## src/rtl/busmaster_regs.sv

```systemverilog
module busmaster_regs (
  input  logic        clk,
  input  logic        rst_n,
  input  logic        bus_sel,
  input  logic        bus_wr,
  input  logic        bus_dword,
  input  logic [2:0]  bus_addr,
  input  logic [31:0] bus_wdata,
  output logic [31:0] bus_rdata,
  input  logic        eng_active,
  input  logic        eng_error_pulse,
  input  logic        eng_irq_pulse,
  output logic        eng_start,
  output logic        eng_dir_to_mem,
  output logic [31:0] eng_table_base,
  output logic        irq_out
);

  logic        run_q, dir_q, err_q, irq_q, cap0_q, cap1_q;
  logic [31:0] ptr_q;

  wire wr_any = bus_sel & bus_wr;
  wire wr_lo  = wr_any & ~bus_addr[2];
  wire wr_hi  = wr_any &  bus_addr[2];
  wire wr_cmd = wr_lo & (bus_dword | (bus_addr[1:0] == 2'd0));
  wire wr_st  = wr_lo & (bus_dword | (bus_addr[1:0] == 2'd2));
  wire [7:0] st_d = bus_dword ? bus_wdata[23:16] : bus_wdata[7:0];

  always_ff @(posedge clk or negedge rst_n) begin
    if (!rst_n) begin
      run_q <= 1'b0;
      dir_q <= 1'b0;
    end else if (wr_cmd) begin
      run_q <= bus_wdata[0];
      dir_q <= bus_wdata[3];
    end
  end

  always_ff @(posedge clk or negedge rst_n) begin
    if (!rst_n) begin
      err_q  <= 1'b0;
      irq_q  <= 1'b0;
      cap0_q <= 1'b0;
      cap1_q <= 1'b0;
    end else begin
      if (eng_error_pulse)        err_q <= 1'b1;
      else if (wr_st && st_d[1])  err_q <= 1'b0;
      if (eng_irq_pulse)          irq_q <= 1'b1;
      else if (wr_st && st_d[2])  irq_q <= 1'b0;
      if (wr_st) begin
        cap0_q <= st_d[5];
        cap1_q <= st_d[6];
      end
    end
  end

  always_ff @(posedge clk or negedge rst_n) begin
    if (!rst_n) begin
      ptr_q <= '0;
    end else begin
      for (int k = 0; k < 4; k++)
        if (wr_hi && (bus_dword || bus_addr[1:0] == k[1:0]))
          ptr_q[8*k +: 8] <= bus_dword ? bus_wdata[8*k +: 8] : bus_wdata[7:0];
      ptr_q[1:0] <= 2'b00;
    end
  end

  wire [7:0]  cmd_b  = {4'b0, dir_q, 2'b0, run_q};
  wire [7:0]  stat_b = {1'b0, cap1_q, cap0_q, 2'b0, irq_q, err_q, eng_active};
  wire [31:0] lo_dw  = {8'h00, stat_b, 8'h00, cmd_b};
  wire [31:0] sel_dw = bus_addr[2] ? ptr_q : lo_dw;

  assign bus_rdata      = bus_dword ? sel_dw : {24'h0, sel_dw[8*bus_addr[1:0] +: 8]};
  assign eng_start      = run_q;
  assign eng_dir_to_mem = dir_q;
  assign eng_table_base = ptr_q;
  assign irq_out        = irq_q;

endmodule

```

## config.mk

```make
export PLATFORM = sky130hd
export DESIGN_NAME = busmaster_regs
export DESIGN_NICKNAME = d
export VERILOG_FILES = /design/src/rtl/busmaster_regs.sv
export SDC_FILE = /design/constraint.sdc
export NUM_CORES = 1
export LEC_CHECK = 0
export CORE_MARGIN = 2
export CORE_UTILIZATION = 35
export DETAILED_ROUTE_END_ITERATION = 16
export PLACE_DENSITY = 0.72
export SLEW_MARGIN = 20
export SYNTH_ARGS = -nofsm -noshare
export SYNTH_HDL_FRONTEND = slang
export SYNTH_SLANG_ARGS = --single-unit
```

## constraint.sdc

```tcl
create_clock -name clk -period 1.6 [get_ports clk]
set_input_delay 0.32 -clock clk [delete_from_list [all_inputs] [get_ports clk]]
set_output_delay 0.32 -clock clk [all_outputs]
set_load 0.1 [all_outputs]
```

## Word level (Yosys, flattened, before mapping)

Cells that the tools add are included.

- Multiplexer cells: 9
- Reduce and logical (&&, ||, !) cells: 13
- Bitwise operators: 8
- Equality and inequality tests: 3
- Shift operators: 1

Operator list:

| kind | count |
|---|---|
| $mux 32 | 2 |
| $shiftx 32x6->8 | 1 |
| $mux 8 | 3 |
| $logic_and 1x1->1 | 6 |
| $and 1x1->1 | 5 |
| $eq 2x2->1 const B | 2 |
| $logic_or 1x1->1 | 4 |
| $mux 1 | 4 |
| $reduce_bool 2->1 | 2 |
| $eq 2x1->1 const B | 1 |
| $logic_not 2->1 | 1 |
| $or 1x1->1 | 2 |
| $not 1->1 | 1 |

- Register bits after elaboration: 36
- Word-level logic and storage cells: 44
- Output and inout bits: 67

## Logic depth before layout (Yosys ltp)

- Depth in word-level cells: 6
- Gate-level depth with buffers: 7
- Depth with buffers taken out: 4

## Least setup slack after synthesis

OpenSTA, ideal clock, no wires.

- Path type: register -> output
- From: register ptr_q[27] (netlist: eng_table_base[27])
- To: output bus_rdata[3]
- Data arrival time: 3443 ps
- Cell stages (with the launch flop): 4
- Required time: 1280 ps
- Setup slack: -2163 ps
- Cells stage by stage: dfrtp_1 -> mux2_2 -> a222oi_1 -> o21ai_0

- Word-level cells in the longest chain between the ends: 3

Ends and longest elaborated chain:

| element | RTL line | source |
|---|---|---|
| start: declaration | 20 | `logic [31:0] ptr_q;` |
| start signal: indexed assignment | 63 | `ptr_q[8*k +: 8] <= bus_dword ? bus_wdata[8*k +: 8] : bus_wdata[7:0];` |
| $mux 32 | 71 | `wire [31:0] sel_dw = bus_addr[2] ? ptr_q : lo_dw;` |
| $shiftx 32x6->8 | 73 | `assign bus_rdata = bus_dword ? sel_dw : {24'h0, sel_dw[8*bus_addr[1:0] +: 8]};` |
| $mux 32 | 73 |  |
| end: declaration | 9 | `output logic [31:0] bus_rdata,` |

Every way passes these cells.

## Worst setup path after layout

Same ends and word-level chain as after synthesis.

==> flow_summary.json <==
{
  "outcome": "finished, violations left",
  "violations": "setup timing",
  "hold_ws_ps": 471,
  "antenna_left": 0,
  "slowest_delay_ps": 480,
  "slowest_stage": "dfrtp_4",
  "slew_viol_final": 0,
  "yosysTopAreaCellShare": 0.409,
  "port_buffers": 107,
  "synth.largest_area_cell": "dfrtp_1",
  "crit_chain": "mux2_2 > a222oi_1 > buf_4 > o21ai_4 > buf_12",
  "end_kind": "output pin",
  "routed_via_density": 5.21,
  "postSynthCellCount": 228,
  "required_ps": 1280,
  "grtUsageTotal": 0.237,
  "layout_commonest_cell": "buf_12",
  "layout_common_cells": "buf_12 (71), clkdlybuf4s50_1 (37), buf_4 (33)",
  "drt_iter0_markers": 64,
  "fp-row-count": 28,
  "yosysSeqAreaShare": 0.409,
  "clock_skew_ps": 0,
  "ys_seq_elements": 36,
  "synth-edff-count": 0,
  "fin_crit_sh": 1.28,
  "post_drt_wl_per_cell_um": 18.5,
  "dp_cells": 425,
  "cts_root_buf": "clkbuf_8",
  "die_width_um": 83.3,
  "synth_ff_type": "dfrtp_1",
  "cts_tree": "built",
  "cts_made_buffers": 5,
  "num_vias": 2322,
  "grt_start_max_net_pins": 30,
  "cts_max_level": 2,
  "path_buf_inv": 2,
  "drv_cap": 0,
  "grt_pass1_wl_um": 12900,
  "diodes": 0,
  "die_h_um": 83.3,
  "fmax_ghz": 0.488,
  "dieArea_um2": 6940,
  "syn_avg_cell_area_um2": 9.65,
  "p_per_area_nw_per_um2": 1290,
  "overflow": 0,
  "cp.arrival_ps": 1730,
  "hold_viol": 0,
  "ys_types": 38,
  "wl_um": 8230,
  "antenna_found_initial": 0,
  "rr_worst_depth": 3,
  "period_needed_ps": 2050,
  "grt_pass1_vias": 2453,
  "num_io_pins": 110,
  "clockBufferDepth": 2,
  "final_cell_count_no_fill": 446,
  "placeableCoreArea_um2": 5990,
  "cts_sinks": 36,
  "synth_warnings": 0,
  "dp_worst_setup_slack_ps": -665,
  "clk_latency_ps": 300,
  "crit_fanout": 2,
  "drc": 0,
  "gp_congestion": 0.811,
  "synth_area_um2": 2200,
  "cp_num_cells": 5,
  "p_total_uw": 6210,
  "synth-async-reset-ratio": 1.00,
  "worst_slack_ps": -450,
  "peakVddDrop_uv": 926,
  "dp_hpwl_um": 6330,
  "critical-path-top-delay-family": "flip-flops",
  "leakage_uw": 0.00196,
  "critPathLaunchType": "register",
  "rsz0062_at_grt": "yes",
  "start_util": 0.367,
  "nets": 413,
  "yosys-top-cells-area": "dfrtp_1 (41%), a21oi_1 (7.0%), mux2_4 (5.5%)",
  "synthToLayoutAreaGrowth_pct": 118,
  "path_clk_slew_ps": 80,
  "crit_type": "register to output pin",
  "drive_gt1_frac": 0.593,
  "dr.pass1.iters": 4,
  "tightest_slew_ps": 495,
  "setup_violations": 11,
  "hp-class": "primary input to async pin",
  "maxSlewHeadroom": 0.669
}
==> layer usage <==
layer  up-vias  part of all wire  GRT usage  routed length, µm
met1      1118              0.39      0.275               3200
met2        95              0.54      0.424               4420
li1       1096                 -          -                  -
met5         -                 0          0                  0
met4         0             0.021     0.0864                169
met3        13             0.054     0.0547                448
==> logic make-up (layout without fill, tap and decap cells) <==
family	after synthesis	in the layout	share of synthesized area
AND/OR/NAND/NOR	80	80	0.194
AO/OA/AOI/OAI	69	69	0.206
flip-flops	36	36	0.409
multiplexers	21	21	0.115
buffers and inverters	21	163	0.0733
other	1	2	0.00170
==> worst reg2reg max path, cell delays in order, from the launching register on <==
cell     delay (ps)
dfrtp_4         500
buf_4           160
nand2_1          80
o21ai_0          90
==> where the power goes <==
group | internal, µW | total (µW) | switching, µW
Combinational | 1570 | 4110 | 2540
Clock | 351 | 678 | 327
Sequential | 1170 | 1430 | 258
==> metrics by stage <==
step	area [µm²]	util	setup TNS [ps]
3_5_place_dp	4550	0.760	-13910
6_report	4800	0.801	-2010
4_1_cts	4780	0.798	-2050
5_1_grt	4800	0.801	-2450
3_3_place_gp	4550	0.760	-12150
2_1_floorplan	2620	-	-1600
==> cells in the mapped netlist (all sizes together), types with 2 or more instances <==
library cell and number:
o221ai 4, nor2b 8, and2 3, and2b 4, mux2i 10, dfrtp 36
clkbuf 5, a22oi 2, nand3 6, nand2 22, buf 14, a21oi 33
nor2 14, mux2 11, nand2b 2, o21ai 26, and3 20
==> state kept, by name (all words and copies together), names as in the netlist <==
register,count
eng_table_base,30
cap0_q,1
cap1_q,1
eng_dir_to_mem,1
eng_start,1
err_q,1
irq_out,1
==> worst paths after layout <==
kind	slack, ps	to	startpoint
worst max-delay path	-450	bus_rdata[3]	eng_table_base[27]$_DFFE_PN0P_
worst min-delay path	470	eng_table_base[18]$_DFFE_PN0P_	rst_n
worst max register to register	640	eng_table_base[18]$_DFFE_PN0P_	eng_table_base[18]$_DFFE_PN0P_
worst min register to register	550	cap1_q$_DFFE_PN0N_	cap1_q$_DFFE_PN0N_
max in group asynchronous	650	eng_table_base[25]$_DFFE_PN0P_	rst_n
min in group clk	550	cap1_q$_DFFE_PN0N_	cap1_q$_DFFE_PN0N_
==> layout make-up <==
class                   instances  area, µm²
fillers                       328       1190
multi-input cells             172       1470
well taps                      75       93.8
clock buffers                   8       90.1
repair buffers                153       2150
inverters                       2       8.76
flip-flops and latches         36        988
==> repair_timing <==
| action | CTS | global route |
|---|---|---|
| hold endpoints to repair | 15 | 0 |
| hold buffers | 1 | 0 |
| resized for setup | 18 | 3 |
| endpoints found under the setup margin | 34 | 20 |
| pin swaps | 4 | 4 |
| buffers inserted | 11 | 1 |
Note: power is estimated with default switching activity, not from simulation.
